`config.mk`:
```
export PLATFORM = sky130hd
export DESIGN_NAME = tdm_slot_assigner
export DESIGN_NICKNAME = d
export VERILOG_FILES = /design/src/rtl/tdm_slot_pkg.sv /design/src/rtl/tdm_bit_ctr.sv /design/src/rtl/tdm_slot_cfg.sv /design/src/rtl/tdm_slot_capture.sv /design/src/rtl/tdm_bus_drv.sv /design/src/rtl/tdm_slot_assigner.sv
export SDC_FILE = /design/constraint.sdc
export NUM_CORES = 1
export LEC_CHECK = 0
export ABC_AREA = 1
export BUFFER_PORTS_ARGS = -buffer_cell sky130_fd_sc_hd__buf_2
export CAP_MARGIN = 15
export CORE_MARGIN = 1.5
export CORE_UTILIZATION = 35
export CTS_CLUSTER_SIZE = 30
export DETAILED_ROUTE_END_ITERATION = 6
export RECOVER_POWER = 100
export SETUP_SLACK_MARGIN = 0.5
export SLEW_MARGIN = 20
export SYNTH_ARGS = -nofsm -noshare
export SYNTH_HDL_FRONTEND = slang
export SYNTH_SLANG_ARGS = --single-unit
```
`constraint.sdc`:
```
create_clock -name clk_i -period 2.05 [get_ports clk_i]
set_input_delay 0.3075 -clock clk_i [delete_from_list [all_inputs] [get_ports clk_i]]
set_output_delay 0.3075 -clock clk_i [all_outputs]
set_load 0.1 [all_outputs]
```
`src/rtl/tdm_slot_pkg.sv`:
```
`timescale 1ns/1ps
package tdm_slot_pkg;
  localparam int SLOT_W = 6;
  localparam int BIT_W  = 3;
  localparam int POS_W  = SLOT_W + BIT_W;
  localparam int B_W    = 1 << BIT_W;
  localparam int D_W    = 2;
  localparam int DSH    = $clog2(D_W);
  localparam int SUB_W  = BIT_W - DSH;
  localparam int N_B    = 2;
  localparam int REG_W  = 8;
  localparam int ADDR_W = 3;
  localparam int EN_BIT  = REG_W - 1;
  localparam int DEN_BIT = REG_W - 2;

  typedef logic [SLOT_W-1:0] slot_t;

  typedef struct packed {
    slot_t [N_B-1:0]  cap_slot;
    slot_t [N_B-1:0]  drv_slot;
    logic  [N_B-1:0]  drv_en;
    slot_t            d_slot;
    logic [SUB_W-1:0] d_sub;
    logic             d_en;
  } cfg_t;

  localparam logic [ADDR_W-1:0] A_CAP_B1 = 3'd0;
  localparam logic [ADDR_W-1:0] A_CAP_B2 = 3'd1;
  localparam logic [ADDR_W-1:0] A_DRV_B1 = 3'd2;
  localparam logic [ADDR_W-1:0] A_DRV_B2 = 3'd3;
  localparam logic [ADDR_W-1:0] A_DSEL   = 3'd4;

  localparam cfg_t CFG_RST = '{
    cap_slot: {slot_t'(1), slot_t'(0)},
    drv_slot: {slot_t'(1), slot_t'(0)},
    drv_en:   '0,
    d_slot:   slot_t'(2),
    d_sub:    '0,
    d_en:     1'b0
  };
endpackage

```
`src/rtl/tdm_bit_ctr.sv`:
```
`timescale 1ns/1ps
module tdm_bit_ctr #(
  parameter int POS_W = 9
) (
  input  logic             clk_i,
  input  logic             rst_ni,
  input  logic             fsync_i,
  output logic [POS_W-1:0] pos_o
);
  always_ff @(posedge clk_i or negedge rst_ni) begin
    if (!rst_ni)      pos_o <= '0;
    else if (fsync_i) pos_o <= '0;
    else              pos_o <= pos_o + POS_W'(1);
  end
endmodule

```
`src/rtl/tdm_slot_cfg.sv`:
```
`timescale 1ns/1ps
module tdm_slot_cfg
  import tdm_slot_pkg::*;
(
  input  logic              clk_i,
  input  logic              rst_ni,
  input  logic              fsync_i,
  input  logic              we_i,
  input  logic [ADDR_W-1:0] addr_i,
  input  logic [REG_W-1:0]  wdata_i,
  output cfg_t              act_o
);
  cfg_t stage_q;

  always_ff @(posedge clk_i or negedge rst_ni) begin
    if (!rst_ni) begin
      stage_q <= CFG_RST;
      act_o   <= CFG_RST;
    end else begin
      if (we_i) begin
        case (addr_i)
          A_CAP_B1: stage_q.cap_slot[0] <= wdata_i[SLOT_W-1:0];
          A_CAP_B2: stage_q.cap_slot[1] <= wdata_i[SLOT_W-1:0];
          A_DRV_B1: begin
            stage_q.drv_slot[0] <= wdata_i[SLOT_W-1:0];
            stage_q.drv_en[0]   <= wdata_i[EN_BIT];
            stage_q.d_en        <= wdata_i[DEN_BIT];
          end
          A_DRV_B2: begin
            stage_q.drv_slot[1] <= wdata_i[SLOT_W-1:0];
            stage_q.drv_en[1]   <= wdata_i[EN_BIT];
          end
          A_DSEL: begin
            stage_q.d_slot <= wdata_i[SUB_W +: SLOT_W];
            stage_q.d_sub  <= wdata_i[SUB_W-1:0];
          end
          default: ;
        endcase
      end
      // a write on the sync edge itself lands one frame later
      if (fsync_i) act_o <= stage_q;
    end
  end
endmodule

```
`src/rtl/tdm_slot_capture.sv`:
```
`timescale 1ns/1ps
module tdm_slot_capture #(
  parameter int W = 8
) (
  input  logic         clk_i,
  input  logic         rst_ni,
  input  logic         en_i,
  input  logic         hit_i,
  input  logic         last_i,
  input  logic         bit_i,
  output logic [W-1:0] data_o
);
  logic [W-2:0] sh_q;
  logic [W-1:0] sh_nxt;

  assign sh_nxt = {sh_q, bit_i};

  // bus is sampled on the falling edge
  always_ff @(negedge clk_i or negedge rst_ni) begin
    if (!rst_ni) begin
      sh_q   <= '0;
      data_o <= '0;
    end else if (en_i && hit_i) begin
      sh_q <= sh_nxt[W-2:0];
      if (last_i) data_o <= sh_nxt;
    end
  end
endmodule

```
`src/rtl/tdm_bus_drv.sv`:
```
`timescale 1ns/1ps
module tdm_bus_drv
  import tdm_slot_pkg::*;
(
  input  logic                      clk_i,
  input  logic                      rst_ni,
  input  logic                      fsync_i,
  input  logic                      fmt_i,
  input  slot_t                     cur_slot_i,
  input  logic [BIT_W-1:0]          bit_idx_i,
  input  cfg_t                      cfg_i,
  input  logic [N_B-1:0][B_W-1:0]   drv_b_i,
  input  logic [D_W-1:0]            drv_d_i,
  output logic                      out_o,
  output logic                      oe_o
);
  logic [N_B-1:0][B_W-1:0] b_q;
  logic [D_W-1:0]          d_q;

  always_ff @(posedge clk_i or negedge rst_ni) begin
    if (!rst_ni) begin
      b_q <= '0;
      d_q <= '0;
    end else if (fsync_i) begin
      b_q <= drv_b_i;
      d_q <= drv_d_i;
    end
  end

  // lowest priority assigned first, B1 last so it wins
  always_comb begin
    oe_o  = 1'b0;
    out_o = 1'b0;
    if (fmt_i) begin
      if (cfg_i.d_en && cur_slot_i == cfg_i.d_slot &&
          bit_idx_i[BIT_W-1:DSH] == cfg_i.d_sub) begin
        oe_o  = 1'b1;
        out_o = d_q[~bit_idx_i[DSH-1:0]];
      end
      for (int i = N_B-1; i >= 0; i--) begin
        if (cfg_i.drv_en[i] && cur_slot_i == cfg_i.drv_slot[i]) begin
          oe_o  = 1'b1;
          out_o = b_q[i][~bit_idx_i];
        end
      end
    end
  end
endmodule

```
`src/rtl/tdm_slot_assigner.sv`:
```
`timescale 1ns/1ps
module tdm_slot_assigner
  import tdm_slot_pkg::*;
(
  input  logic              clk_i,
  input  logic              rst_ni,
  input  logic              fmt_sel_i,
  input  logic              fsync_i,
  input  logic              cfg_we_i,
  input  logic [ADDR_W-1:0] cfg_addr_i,
  input  logic [REG_W-1:0]  cfg_wdata_i,
  input  logic              bus_in_i,
  output logic              bus_out_o,
  output logic              bus_oe_o,
  input  logic [B_W-1:0]    drv_b1_i,
  input  logic [B_W-1:0]    drv_b2_i,
  input  logic [D_W-1:0]    drv_d_i,
  output logic [B_W-1:0]    cap_b1_o,
  output logic [B_W-1:0]    cap_b2_o,
  output logic [D_W-1:0]    cap_d_o
);
  logic [POS_W-1:0]        pos;
  cfg_t                    act_cfg;
  slot_t                   cur_slot;
  logic [BIT_W-1:0]        bit_idx;
  logic [N_B-1:0][B_W-1:0] cap_b;
  logic [N_B-1:0][B_W-1:0] drv_b;

  assign cur_slot = pos[POS_W-1:BIT_W];
  assign bit_idx  = pos[BIT_W-1:0];
  assign drv_b    = {drv_b2_i, drv_b1_i};
  assign cap_b1_o = cap_b[0];
  assign cap_b2_o = cap_b[1];

  tdm_bit_ctr #(.POS_W(POS_W)) i_ctr (
    .clk_i   (clk_i),
    .rst_ni  (rst_ni),
    .fsync_i (fsync_i),
    .pos_o   (pos)
  );

  tdm_slot_cfg i_cfg (
    .clk_i   (clk_i),
    .rst_ni  (rst_ni),
    .fsync_i (fsync_i),
    .we_i    (cfg_we_i),
    .addr_i  (cfg_addr_i),
    .wdata_i (cfg_wdata_i),
    .act_o   (act_cfg)
  );

  for (genvar g = 0; g < N_B; g++) begin : g_bcap
    tdm_slot_capture #(.W(B_W)) i_cap (
      .clk_i  (clk_i),
      .rst_ni (rst_ni),
      .en_i   (fmt_sel_i),
      .hit_i  (cur_slot == act_cfg.cap_slot[g]),
      .last_i (&bit_idx),
      .bit_i  (bus_in_i),
      .data_o (cap_b[g])
    );
  end

  tdm_slot_capture #(.W(D_W)) i_dcap (
    .clk_i  (clk_i),
    .rst_ni (rst_ni),
    .en_i   (fmt_sel_i),
    .hit_i  (cur_slot == act_cfg.d_slot && bit_idx[BIT_W-1:DSH] == act_cfg.d_sub),
    .last_i (&bit_idx[DSH-1:0]),
    .bit_i  (bus_in_i),
    .data_o (cap_d_o)
  );

  tdm_bus_drv i_drv (
    .clk_i      (clk_i),
    .rst_ni     (rst_ni),
    .fsync_i    (fsync_i),
    .fmt_i      (fmt_sel_i),
    .cur_slot_i (cur_slot),
    .bit_idx_i  (bit_idx),
    .cfg_i      (act_cfg),
    .drv_b_i    (drv_b),
    .drv_d_i    (drv_d_i),
    .out_o      (bus_out_o),
    .oe_o       (bus_oe_o)
  );
endmodule

```
Yosys cells after proc, flatten, opt, wreduce, memory -nomap -nowiden
Index checks and enable logic that the tools add are counted.
{"block": "classes", "muxes": 15, "reduce_logical": 17, "n_addsub": 1, "magnitude_cmp": 2, "n_eq_ne": 10, "n_bitwise": 2}
{"cell": "$eq A6 B6 Y1", "n": 5}
{"cell": "$mux W1", "n": 12}
{"cell": "$reduce_and A2 Y1", "n": 6}
{"cell": "$add A9 B1 Y9 const B", "n": 1}
{"cell": "$mux W9", "n": 1}
{"cell": "$logic_and A1 B1 Y1", "n": 8}
{"cell": "$reduce_and A4 Y1", "n": 2}
{"cell": "$bmux W1 S3", "n": 2}
{"cell": "$eq A3 B2 Y1 const B", "n": 2}
{"cell": "$lt A3 B4 Y1 const B", "n": 1}
{"cell": "$eq A3 B1 Y1 const B", "n": 1}
{"cell": "$eq A3 B3 Y1 const B", "n": 1}
{"cell": "$logic_not A3 Y1", "n": 1}
{"cell": "$not A3 Y3", "n": 1}
{"cell": "$eq A2 B2 Y1", "n": 1}
{"cell": "$lt A1 B2 Y1 const B", "n": 1}
{"cell": "$not A1 Y1", "n": 1}
{"block": "totals", "in_bits": 35, "word_cells": 74, "register_bits": 130}

Longest topological paths before layout
Gate-level depths: netlist of the first run.
{"block": "logic_depth", "depth_word": 7, "depth_mapped": 11}

Modules after synthesis
From an unflattened synthesis of the first run, not the netlist that was laid out.
{"block": "hier_totals", "hier_cells": 792, "hier_area_um2": 6318.6}
{"module": "tdm_slot_cfg", "seq_area_each_um2": 1759.2, "instances": 1, "area_each_um2": 2803.9, "cells_each": 310}
{"module": "tdm_slot_capture (g_bcap[0].i_cap ...)", "seq_area_each_um2": 375.4, "instances": 2, "area_each_um2": 658.1, "cells_each": 67}
{"module": "tdm_bus_drv", "seq_area_each_um2": 450.4, "instances": 1, "area_each_um2": 1268.7, "cells_each": 185}
{"module": "tdm_bit_ctr", "seq_area_each_um2": 225.2, "instances": 1, "area_each_um2": 420.4, "cells_each": 53}
{"module": "tdm_slot_assigner", "seq_area_each_um2": 0.0, "instances": 1, "area_each_um2": 380.4, "cells_each": 96}
{"module": "tdm_slot_capture (i_dcap)", "seq_area_each_um2": 75.1, "instances": 1, "area_each_um2": 128.9, "cells_each": 14}

==> impl_summary.txt, run 1 <==
----------------------------------------------------
[Setup path]
  Family with the most delay on the worst path ... flip-flops
  Crit path largest cell delay ... roughly 530 ps
  List of cells traversed by the critical path ... inv_2 > a21oi_2 > o2111ai_2 > nor2_4 > inv_4 > nand2_2 > o21ai_1
  Largest fanout on the critical path ... 8
  Worst EP required ... about 1300 ps
  Startpoint Class ... register
  Type of destination of the critical path ... register
  Critical setup path kind ... reg2reg
  Cell with the largest stage delay on the worst path ... sky130_fd_sc_hd__dfstp_2
  Data arrival at the endpoint of the critical path ... roughly 1700 ps
  Number of buffers and inverters on the critical path ... 2

[STA]
  Number of failing hold endpoints at the final stage ... 0
  Clock Skews ... 26.9 ps
  Setup repair after global routing missed its margin ... true
  Final-report max-slew violation count ... 0
  Actual transition at the worst max-transition pin ... between 1000 and 1500 ps
  Post-route setup slack ... -451 ps
  Max-Slew Margin vs Limit ... ~2.6%
  Final number of setup-violating endpoints ... 53

[Outcome]
  Status ... finished, violations left
  Violations in the final reports ... setup timing

[Global routing]
  Met3 GRT Util ... 3.67%
  GRT busiest layer ... met2
  Vias in the first global route ... 4834
  GR Layer Usage met1 ... 25.0%
  Antenna violations before repair ... 0
  Wire length of the first global-routing pass ... between 20 and 25 mm
  Pin count of the biggest net entering global routing ... 85
  Total grt overflow ... 0
  Met2 demand-to-capacity share in global routing ... about a quarter
  Total global routing track utilization ... about 17%

[Floorplanning]
  Count of boundary I/O pins ... between 50 and 60
  Effective utilization at floorplan ... 36.2%
  Die outline area ... 17300 µm²
  # rows ... 46
  Core Box Area ... approximately 16000 µm²
  Vert. Die Dim ... 132 µm
  Width of the chip ... around 130 µm

[CTS]
  Maximum buffer depth of the clock tree ... 2
  Clock buffer count from CTS ... 17
  Clock-pin slew on the worst setup and hold paths ... roughly 60 ps
  Num Clock Sinks ... 130
  Clock network latency to the later pin of the worst-skew pair ... between 400 and 500 ps
  Clock tree from TritonCTS ... built
  Cell chosen for the clock root ... sky130_fd_sc_hd__clkbuf_16
  Depth of the CTS H-tree ... 4

[Layout]
  Post-layout utilization of the core ... 50.4%
  Finished Cell Area ... around 8100 µm²
  Final std cells w/o fill ... ~1.1k
  Most frequent standard cell in the layout excluding fill and tap cells ... sky130_fd_sc_hd__nand2_1
  Antenna diode count ... 0
  Fraction of layout cells with a size suffix above 1 ... approximately 33%
  Final Net Count ... ~860
  Commonest cells after routing, fill and taps aside ... sky130_fd_sc_hd__nand2_1 (228), sky130_fd_sc_hd__dfrtp_1 (86), sky130_fd_sc_hd__o21ai_0 (74), sky130_fd_sc_hd__buf_4 (57), sky130_fd_sc_hd__inv_1 (55)
  Layout area overhead ... 39.5%

[Detailed routing]
  First-pass iteration count of the detailed router ... 5
  DR vias/cell ... about 4.6
  Violation count after the first detailed-routing iteration ... 311
  Drt wl/cell ... between 10 and 15 µm
  Total Routed Length ... about 14 mm
  Routed Antenna Nets ... 0
  DRC Markers ... 0
  Via Count ... roughly 4.9k

[Placed design]
  Post-detailed-placement cell area ... 6970 µm²
  Placer Congestion ... 0.842
  Post-DP HPWL ... 9.67 mm
  Number of placed instances, taps included ... ~990
  Buffers on Ports ... 54

[Power and ir drop]
  Power density over cell area ... roughly 960 nW/µm²
  Static Leak ... about 4.0 nW
  Max VDD drop ... 0.557 mV

[Synth]
  Post-synthesis register bit count ... 130
  Net count after synthesis ... about 730
  Avg Inst Size Synth ... about 8.3 µm²
  Post-synth design cell area ... 5780 µm²
  Part of the Yosys area used for sequential elements ... between 50% and 60%
  Synth Instances ... between 600 and 700
  Library cells used by synthesis ... 33
  Synthesis warning total ... 0

[Worst hold path]
  Class of the worst hold path ... in2reg

[Run]
  MaxCap Viol Count ... 0

----------------------------------------------------
==> layer usage <==
layer,vias to the layer above,part of all wire (%)
met5,-,0
li1,2446,-
met3,25,4.1
met4,0,1.5
met2,108,46
met1,2307,49
==> worst register-to-register path, stage by stage, from the launching register on <==
cell and delay, ps:
sky130_fd_sc_hd__dfstp_2 530, sky130_fd_sc_hd__inv_2 50, sky130_fd_sc_hd__a21oi_2 130, sky130_fd_sc_hd__o2111ai_2 130, sky130_fd_sc_hd__nor2_4 230, sky130_fd_sc_hd__inv_4 100, sky130_fd_sc_hd__nand2_2 70, sky130_fd_sc_hd__o21ai_1 60
==> what timing repair did <==
| action | CTS | global route |
|---|---|---|
| endpoints found under the setup margin | 53 | 55 |
| pin swaps | 37 | 28 |
| hold buffers | 1 | 0 |
| resized for setup | 57 | 53 |
| gates cloned | 1 | 0 |
| endpoints found under the hold margin | 1 | 0 |
| buffers inserted | 28 | 4 |
==> sequential cells by signal, indices dropped and copies added, names as in the netlist <==
| signal | flops |
|---|---|
| g_bcap.i_cap.data_o | 16 |
| i_dcap.sh_q | 1 |
| i_drv.b_q | 16 |
| i_dcap.data_o | 2 |
| i_ctr.pos_o | 9 |
| g_bcap.i_cap.sh_q | 14 |
| i_cfg.act_o | 35 |
| i_cfg.stage_q | 35 |
| i_drv.d_q | 2 |
==> cells by family after synthesis <==
kind of cell	synth area share (%)
and+or+nand+nor	24.4
DFF	56.4
AOI/OAI and AO/OA	11.1
buffers and inverters	6.86
xor gates and xnor gates	1.06
adders and majority gates	0.216
==> worst paths after layout <==
| check | slack, ps | start | cells past startpoint | endpoint |
|---|---|---|---|---|
| worst min register to register | 440 | g_bcap[0].i_cap.sh_q[4] | 2 | g_bcap[0].i_cap.sh_q[4] |
| worst max-delay path | -450 | i_cfg.act_o[29] | 7 | g_bcap[1].i_cap.sh_q[0] |
| min in group asynchronous | 890 | rst_ni | 2 | i_cfg.stage_q[8] |
| worst min-delay path | 90 | drv_b2_i[4] | 3 | i_drv.b_q[12] |
| worst max register to register | -450 | i_cfg.act_o[29] | 7 | g_bcap[1].i_cap.sh_q[0] |
| max in group asynchronous | 110 | rst_ni | 2 | g_bcap[1].i_cap.sh_q[2] |
==> through the flow <==
| step | hold WS [ps] | setup WS [ps] | setup TNS, ps | power (W) |
|---|---|---|---|---|
| after detailed placement | 222 | -505 | -15210 | 0.00484 |
| after global placement | 223 | -486 | -14220 | 0.00480 |
| final | 92.2 | -451 | -20130 | 0.00776 |
| after floorplan | 11.9 | -388 | -14690 | 0.00426 |
| after global routing | 89.0 | -547 | -24100 | 0.00817 |
| after CTS | 78.8 | -443 | -20180 | 0.00771 |
==> report_power, final <==
part / switching [W] / internal (W) / total, W
clock network: 0.00106 / 0.00159 / 0.00265
logic: 0.000998 / 0.000723 / 0.00172
registers: 0.000346 / 0.00304 / 0.00339
total: 0.00240 / 0.00536 / 0.00776
==> layout make-up <==
class                           count  area [µm²]
Fill cell                        1553        7930
Sequential cell                   130        3270
Multi-Input combinational cell    469        2430
Timing Repair Buffer              144        1330
Clock buffer                       25         475
Tap cell                          216         270
Inverter                           66         263
Clock inverter                      7        36.3
==> cell usage after synthesis <==
cell | instances | share of area, %
sky130_fd_sc_hd__a21oi_1 | 12 | 1.0
sky130_fd_sc_hd__a21oi_2 | 1 | 0.15
sky130_fd_sc_hd__and2_1 | 2 | 0.22
sky130_fd_sc_hd__buf_2 | 4 | 0.35
sky130_fd_sc_hd__buf_4 | 1 | 0.13
sky130_fd_sc_hd__buf_6 | 4 | 0.78
sky130_fd_sc_hd__clkbuf_1 | 19 | 1.2
sky130_fd_sc_hd__clkbuf_2 | 1 | 0.086
sky130_fd_sc_hd__dfrtn_1 | 33 | 14
sky130_fd_sc_hd__dfrtp_1 | 91 | 39
sky130_fd_sc_hd__dfstp_2 | 6 | 2.7
sky130_fd_sc_hd__ha_1 | 1 | 0.22
sky130_fd_sc_hd__inv_1 | 59 | 3.8
sky130_fd_sc_hd__inv_2 | 7 | 0.45
sky130_fd_sc_hd__nand2_1 | 269 | 17
sky130_fd_sc_hd__nand2_2 | 8 | 0.87
sky130_fd_sc_hd__nand2b_1 | 1 | 0.11
sky130_fd_sc_hd__nand3_1 | 25 | 2.2
sky130_fd_sc_hd__nand3_4 | 1 | 0.30
sky130_fd_sc_hd__nand4_1 | 4 | 0.43
sky130_fd_sc_hd__nor2_1 | 29 | 1.9
sky130_fd_sc_hd__nor2_2 | 1 | 0.11
sky130_fd_sc_hd__nor2_4 | 1 | 0.19
sky130_fd_sc_hd__nor3_1 | 2 | 0.17
sky130_fd_sc_hd__nor3_2 | 1 | 0.17
sky130_fd_sc_hd__nor3_4 | 1 | 0.28
sky130_fd_sc_hd__o2111ai_1 | 1 | 0.15
sky130_fd_sc_hd__o21ai_0 | 77 | 6.7
sky130_fd_sc_hd__o21ai_1 | 5 | 0.43
sky130_fd_sc_hd__o21ai_2 | 15 | 2.3
sky130_fd_sc_hd__o22ai_1 | 4 | 0.43
sky130_fd_sc_hd__xnor2_1 | 6 | 0.91
sky130_fd_sc_hd__xor2_1 | 1 | 0.15
No activity file was read; power rests on OpenSTA's default activity.
==> inputs of run 2 (changes only) <==
--- a/config.mk
+++ b/config.mk
@@ -12,6 +12,7 @@
 export CORE_UTILIZATION = 35
 export CTS_CLUSTER_SIZE = 30
 export DETAILED_ROUTE_END_ITERATION = 6
+export MAX_ROUTING_LAYER = met4
 export RECOVER_POWER = 100
 export SETUP_SLACK_MARGIN = 0.5
 export SLEW_MARGIN = 20
==> impl_summary.txt, run 2 (synthesis results as in run 1) <==
----------------------------------------------------
[Layout]
  Final Net Count ... between 800 and 900
  Commonest cells after routing, fill and taps aside ... sky130_fd_sc_hd__nand2_1 (227), sky130_fd_sc_hd__dfrtp_1 (86), sky130_fd_sc_hd__o21ai_0 (73), sky130_fd_sc_hd__buf_4 (57), sky130_fd_sc_hd__inv_1 (55)
  Most frequent standard cell in the layout excluding fill and tap cells ... sky130_fd_sc_hd__nand2_1
  Fraction of layout cells with a size suffix above 1 ... 33.3%
  Top flop regs ... i_cfg.act_o (35), i_cfg.stage_q (35)
  Layout area overhead ... 39.8%
  Antenna diode count ... 0

[Setup path]
  Startpoint Class ... register
  Data arrival at the endpoint of the critical path ... 1700 ps
  Critical setup path kind ... reg2reg
  Depth of the most critical reg-to-reg path ... 7
  Crit path largest cell delay ... roughly 530 ps
  Type of destination of the critical path ... register
  Worst EP required ... about 1300 ps
  Largest fanout on the critical path ... 8
  Launch instance of the worst register-to-register path ... i_cfg.act_o[29]
  Last element of the critical path ... g_bcap[1].i_cap.sh_q[0]
  Minimum setup slack among reg-to-reg paths ... -450 ps
  Cell with the largest stage delay on the worst path ... sky130_fd_sc_hd__dfstp_2
  End of the worst register-to-register path ... g_bcap[1].i_cap.sh_q[0]
  List of cells traversed by the critical path ... inv_2 > a21oi_2 > o2111ai_2 > nor2_4 > inv_4 > nand2_2 > o21ai_1
  Launching element of the worst setup path ... i_cfg.act_o[29]

[CTS]
  Clock-pin slew on the worst setup and hold paths ... ~60 ps
  Num Clock Sinks ... 130
  Maximum buffer depth of the clock tree ... 2
  Cell chosen for the clock root ... sky130_fd_sc_hd__clkbuf_16
  Clock network latency to the later pin of the worst-skew pair ... just over 400 ps
  Clock buffer count from CTS ... 17
  Depth of the CTS H-tree ... 4
  Clock tree from TritonCTS ... built

[Power and ir drop]
  Total internal power ... between 0.005 and 0.006 W
  Seq pwr share ... 43.7%
  Total net switching power ... about 0.0024 W
  Max VDD drop ... 0.551 mV
  Tot Pwr ... around 0.0078 W
  Fraction of power spent switching nets ... 30.8%
  Static Leak ... between 3 and 4 nW
  Power density over cell area ... between 900 and 1000 nW/µm²
  Share of total power in the clock network ... 34.1%
  Gate power share ... 22.2%

[Run]
  MaxCap Viol Count ... 0

[Detailed routing]
  Violation count after the first detailed-routing iteration ... 254
  Routed Antenna Nets ... 0
  DR vias/cell ... approximately 4.5
  Via Count ... between 4k and 5k
  Drt wl/cell ... 13.6 µm
  DRC Markers ... 0
  Total Routed Length ... ~14 mm
  First-pass iteration count of the detailed router ... 5

[Floorplanning]
  Vert. Die Dim ... 132 µm
  Die outline area ... around 17000 µm²
  Effective utilization at floorplan ... between 30% and 40%
  Count of boundary I/O pins ... 55
  # rows ... between 40 and 50
  Core Box Area ... approximately 16000 µm²
  Width of the chip ... between 100 and 150 µm

[Placed design]
  Post-DP HPWL ... roughly 9.7 mm
  Placer Congestion ... about 0.85
  Post-Place Worst Slack ... -505 ps
  Buffers on Ports ... 54

[STA]
  Actual transition at the worst max-transition pin ... about 1500 ps
  Final number of setup-violating endpoints ... between 50 and 60
  Number of failing hold endpoints at the final stage ... 0
  Max-Slew Margin vs Limit ... under 10%
  Final-report max-slew violation count ... 0
  Post-route setup slack ... -451 ps
  Setup repair after global routing missed its margin ... true
  Clock Skews ... roughly 25 ps

[Worst hold path]
  Number of cells on the worst hold path ... 3
  Class of the worst hold path ... in2reg

[Outcome]
  Status ... finished, violations left
  Violations in the final reports ... setup timing

[Global routing]
  Wire length of the first global-routing pass ... about 24 mm
  Antenna violations before repair ... 0
  Vias in the first global route ... 4830
  Total grt overflow ... 0
  Total global routing track utilization ... between 15 and 20%
  Pin count of the biggest net entering global routing ... 85

----------------------------------------------------
==> run 2: final cells by class <==
type / instances / area (µm²)
fillers: 1550 / 7920
clock buffers: 25 / 475
clock inverters: 7 / 36.3
multi-input cells: 469 / 2440
repair buffers: 144 / 1340
well taps: 216 / 270
inverters: 66 / 263
flip-flops and latches: 130 / 3270
==> run 2: layer usage <==
metal  wire length (µm)  track usage [%]  vias up
li1                   -                -     2446
met1               7000             24.9     2254
met2               6570             26.4       91
met3                587             3.32       12
met4                166             5.99        0
met5                  0                -        -
==> run 2: worst max-delay path: cells and delay by family (launching register included) <==
kind                   cells  cell delay, ps
and+or+nand+nor            2             300
AOI/OAI and AO/OA          3             310
DFF                        1             530
buffers and inverters      2             150
==> run 2: how the worst min path moves through the flow <==
stage | startpoint | end
6_report | drv_b2_i[4] | i_drv.b_q[12]
5_1_grt | drv_b2_i[4] | i_drv.b_q[12]
4_1_cts | drv_b2_i[4] | i_drv.b_q[12]
3_5_place_dp | rst_ni | i_cfg.act_o[25]
3_3_place_gp | rst_ni | i_cfg.act_o[25]
2_1_floorplan | rst_ni | i_cfg.act_o[0]
==> run 2: through the flow <==
step | area [µm²] | utilization, % | hold slack (ps) | std cells | setup TNS, ps
6_report | 8080 | 50.5 | 95.5 | 1057 | -19910
5_1_grt | 8080 | 50.5 | 92.0 | 1057 | -23550
4_1_cts | 7920 | 49.5 | 78.8 | 1053 | -20180
3_5_place_dp | 6970 | 43.5 | 222 | 991 | -15210
3_3_place_gp | 6970 | 43.5 | 223 | 991 | -14220
2_1_floorplan | 5850 | - | 11.9 | 693 | -14690
==> run 2: power groups by stage <==
stage	clock, W	sequential [W]	combinational, W
final	0.00265	0.00339	0.00172
after global routing	0.00281	0.00343	0.00192
after CTS	0.00271	0.00335	0.00165
after detailed placement	0	0.00337	0.00147
after global placement	0	0.00336	0.00144
after floorplan	0	0.00343	0.000831
==> run 2: timing repair <==
action | in CTS | in global routing
resized for setup | 57 | 59
setup endpoints to repair | 53 | 55
cloned | 1 | 0
pin swaps | 37 | 28
hold buffers | 1 | 0
setup buffers | 28 | 4
endpoints found under the hold margin | 1 | 0
==> inputs of run 3 (changes only) <==
--- a/config.mk
+++ b/config.mk
@@ -9,13 +9,15 @@
 export BUFFER_PORTS_ARGS = -buffer_cell sky130_fd_sc_hd__buf_2
 export CAP_MARGIN = 15
 export CORE_MARGIN = 1.5
-export CORE_UTILIZATION = 35
+export CORE_UTILIZATION = 55
 export CTS_CLUSTER_SIZE = 30
 export DETAILED_ROUTE_END_ITERATION = 6
 export MAX_ROUTING_LAYER = met4
+export PLACE_DENSITY = 0.74
 export RECOVER_POWER = 100
 export SETUP_SLACK_MARGIN = 0.5
 export SLEW_MARGIN = 20
 export SYNTH_ARGS = -nofsm -noshare
 export SYNTH_HDL_FRONTEND = slang
+export SYNTH_HIERARCHICAL = 1
 export SYNTH_SLANG_ARGS = --single-unit
==> constraint.sdc (replaced) <==
create_clock -name clk_i -period 2.9 [get_ports clk_i]
set_input_delay 0.435 -clock clk_i [delete_from_list [all_inputs] [get_ports clk_i]]
set_output_delay 0.435 -clock clk_i [all_outputs]
set_load 0.1 [all_outputs]
==> impl_summary.txt, run 3 <==
----------------------------------------------------
[STA]
  Post-route setup slack ... -67.6 ps
  Final-report max-slew violation count ... 25
  Clock Skews ... around 25 ps
  Final number of setup-violating endpoints ... between 40 and 50
  Setup repair after global routing missed its margin ... true
  Number of failing hold endpoints at the final stage ... 0
  Summed negative setup slack over all endpoints ... -1230 ps
  Max-Slew Margin vs Limit ... -3.60%
  Actual transition at the worst max-transition pin ... approximately 1500 ps

[Detailed routing]
  Violation count after the first detailed-routing iteration ... 326
  Routed length on met2 ... 7.08 mm
  First-pass iteration count of the detailed router ... 5
  DR top layer ... met4
  Routed Antenna Nets ... 0
  Total Routed Length ... approximately 15 mm
  Drt wl/cell ... 13.9 µm
  Detailed-routed wire length on met3 ... roughly 650 µm
  Wire length on met1 ... 6.53 mm
  Via Count ... ~5.4k
  DRC Markers ... 0
  DR vias/cell ... roughly 5.1

[Setup path]
  Critical setup path kind ... reg2reg
  Depth of the most critical reg-to-reg path ... 10
  Largest fanout on the critical path ... 8
  Launch instance of the worst register-to-register path ... i_ctr/pos_o[6]
  Worst EP required ... between 1500 and 2000 ps
  Launching element of the worst setup path ... i_ctr/pos_o[6]
  Startpoint Class ... register
  End of the worst register-to-register path ... g_bcap[0].i_cap/data_o[0]
  Last element of the critical path ... g_bcap[0].i_cap/data_o[0]
  Type of destination of the critical path ... register
  Data arrival at the endpoint of the critical path ... 1760 ps
  Minimum setup slack among reg-to-reg paths ... -70 ps

[Synth]
  Post-synth design cell area ... 6320 µm²
  Biggest area contributors in the synthesized netlist ... sky130_fd_sc_hd__dfrtp_1 (36%), sky130_fd_sc_hd__nand2_1 (19%), sky130_fd_sc_hd__dfrtn_1 (13%)
  Post-synthesis register bit count ... 130
  Top cells by count, synth ... sky130_fd_sc_hd__nand2_1 (314), sky130_fd_sc_hd__dfrtp_1 (91), sky130_fd_sc_hd__inv_1 (91)
  Synth Instances ... between 700 and 800
  Avg Inst Size Synth ... about 8.0 µm²
  Synth top area share ... a little over a third
  Post-synth EDFFs ... 0
  Count leader, synth ... sky130_fd_sc_hd__nand2_1
  Commonest register cell after synthesis ... sky130_fd_sc_hd__dfrtp_1
  FFs w/ async S/R, synth ... 100%
  Synthesis warning total ... 6
  Part of the Yosys area used for sequential elements ... approximately half
  Net count after synthesis ... around 830
  Cell type with the largest total area after synthesis ... sky130_fd_sc_hd__dfrtp_1
  Library cells used by synthesis ... 32

[Worst hold path]
  Number of cells on the worst hold path ... 3
  Class of the worst hold path ... in2reg

[Power and ir drop]
  Tot Pwr ... 0.00576 W
  Share of total power in the clock network ... around 38%
  Total internal power ... 0.00407 W
  Seq pwr share ... 41.8%
  Fraction of power spent switching nets ... approximately 29%
  Max VDD drop ... 0.662 mV
  Total net switching power ... between 0.0015 and 0.002 W
  Static Leak ... ~4.1 nW
  Power density over cell area ... roughly 710 nW/µm²
  Gate power share ... 20.6%

[CTS]
  Num Clock Sinks ... between 100 and 150
  Maximum buffer depth of the clock tree ... 2
  Clock buffer count from CTS ... 17
  Cell chosen for the clock root ... sky130_fd_sc_hd__clkbuf_16
  Depth of the CTS H-tree ... 4
  Number of buffers inserted for hold repair after clock tree synthesis ... 0
  Clock-pin slew on the worst setup and hold paths ... 50 ps
  Clock tree from TritonCTS ... built
  Clock network latency to the later pin of the worst-skew pair ... between 400 and 500 ps

[Layout]
  Final Net Count ... roughly 930
  Commonest cells after routing, fill and taps aside ... sky130_fd_sc_hd__nand2_1 (274), sky130_fd_sc_hd__inv_1 (86), sky130_fd_sc_hd__dfrtp_1 (84), sky130_fd_sc_hd__nand3_1 (51), sky130_fd_sc_hd__o21ai_0 (48)
  Most frequent standard cell in the layout excluding fill and tap cells ... sky130_fd_sc_hd__nand2_1
  Layout area overhead ... 28.9%
  Antenna diode count ... 0
  Post-layout utilization of the core ... around 74%
  Top flop regs ... i_cfg/act_o (35), i_cfg/stage_q (35)
  Finished Cell Area ... between 8000 and 9000 µm²
  Fraction of layout cells with a size suffix above 1 ... roughly 28%

[Global routing]
  Antenna violations before repair ... 0
  Pin count of the biggest net entering global routing ... between 50 and 60
  Wire length of the first global-routing pass ... around 24 mm
  Total global routing track utilization ... a little over a quarter
  Vias in the first global route ... 5199
  Total grt overflow ... 0

[Placed design]
  Buffers on Ports ... 54
  Post-detailed-placement cell area ... 7080 µm²
  Post-Place Worst Slack ... -25.4 ps
  Placer Congestion ... about 0.94
  Post-DP HPWL ... between 9 and 10 mm

[Floorplanning]
  Effective utilization at floorplan ... 57.3%
  Width of the chip ... between 100 and 150 µm
  Count of boundary I/O pins ... 55
  Die outline area ... about 12000 µm²
  Vert. Die Dim ... ~110 µm
  Core Box Area ... between 10000 and 15000 µm²
  # rows ... 38

[Outcome]
  Violations in the final reports ... capacitance limit, slew limit, setup timing
  Status ... finished, violations left

[Run]
  MaxCap Viol Count ... 1

----------------------------------------------------
==> run 3: cell count changes after synthesis, sizes merged, moves of 12 or more <==
| cell | change |
|---|---|
| o21ai | -48 |
| nand2 | +46 |
| inv | +37 |
| nand3 | +35 |
| nor2 | +17 |
| nand4 | +14 |
| mux2 | +13 |
| clkbuf | -12 |
==> run 3: logic make-up after synthesis <==
kind of cell	count (synthesis)	synth area share [%]
AND/OR/NAND/NOR	452	30.9
flip-flops	130	51.6
buffers and inverters	128	9.25
AO/OA/AOI/OAI	64	5.21
multiplexers	13	2.32
XOR/XNOR	4	0.555
adder cells (fa/ha/maj)	1	0.198
==> run 3: through the flow <==
step / cells / hold WS [ps]
after floorplan: 792 / 139
after global placement: 987 / 417
after detailed placement: 987 / 425
after CTS: 1038 / 220
after global routing: 1049 / 240
final: 1049 / 232
==> run 3: how the worst min path moves through the flow <==
stage	start	to	slack, ps
2_1_floorplan	rst_ni	i_cfg/act_o[0]	140
3_3_place_gp	i_dcap/sh_q	i_dcap/sh_q	420
3_5_place_dp	i_dcap/sh_q	i_dcap/sh_q	420
4_1_cts	drv_b2_i[5]	i_drv/b_q[13]	220
5_1_grt	drv_b2_i[4]	i_drv/b_q[12]	240
6_report	drv_b2_i[5]	i_drv/b_q[13]	230
==> run 3: layout make-up <==
class / instances / area [µm²]
clock buffer: 29 / 542
clock inverter: 3 / 65.1
fill: 798 / 2890
inverter: 104 / 393
multi-input combinational: 534 / 2660
sequential: 130 / 3270
tap: 140 / 175
timing repair buffer: 109 / 1040
==> run 3: worst max-delay path, stage by stage, from the launching register on <==
cell and delay [ps]:
sky130_fd_sc_hd__dfrtp_2 410, sky130_fd_sc_hd__inv_2 60, sky130_fd_sc_hd__nand2_1 60, sky130_fd_sc_hd__nand2_1 60
sky130_fd_sc_hd__nor2_2 100, sky130_fd_sc_hd__nand2_1 80, sky130_fd_sc_hd__nor2_1 110, sky130_fd_sc_hd__buf_4 180
sky130_fd_sc_hd__nand3_4 130, sky130_fd_sc_hd__nand2_2 130, sky130_fd_sc_hd__nand2_2 40
==> run 3: routing by layer <==
layer  global-route usage (%)  vias to the layer above
met5                        -                        -
met4                     10.4                        0
met3                     6.06                       29
met2                     43.0                      145
met1                     32.9                     2529
li1                         -                     2672
==> run 3: repair_timing <==
item | 4_1_cts | 5_1_grt
setup buffers | 19 | 11
pin swaps | 17 | 17
hold endpoints to repair | 0 | 0
endpoints found under the setup margin | 53 | 53
gates resized for setup | 52 | 29
==> run 3: power groups by stage <==
stage	Clock, W	Combinational, W	Sequential, W
floorplan	0	0.000614	0.00244
global placement	0	0.000960	0.00239
detailed placement	0	0.000994	0.00241
CTS	0.00220	0.00112	0.00240
global route	0.00228	0.00132	0.00245
finish	0.00217	0.00119	0.00241
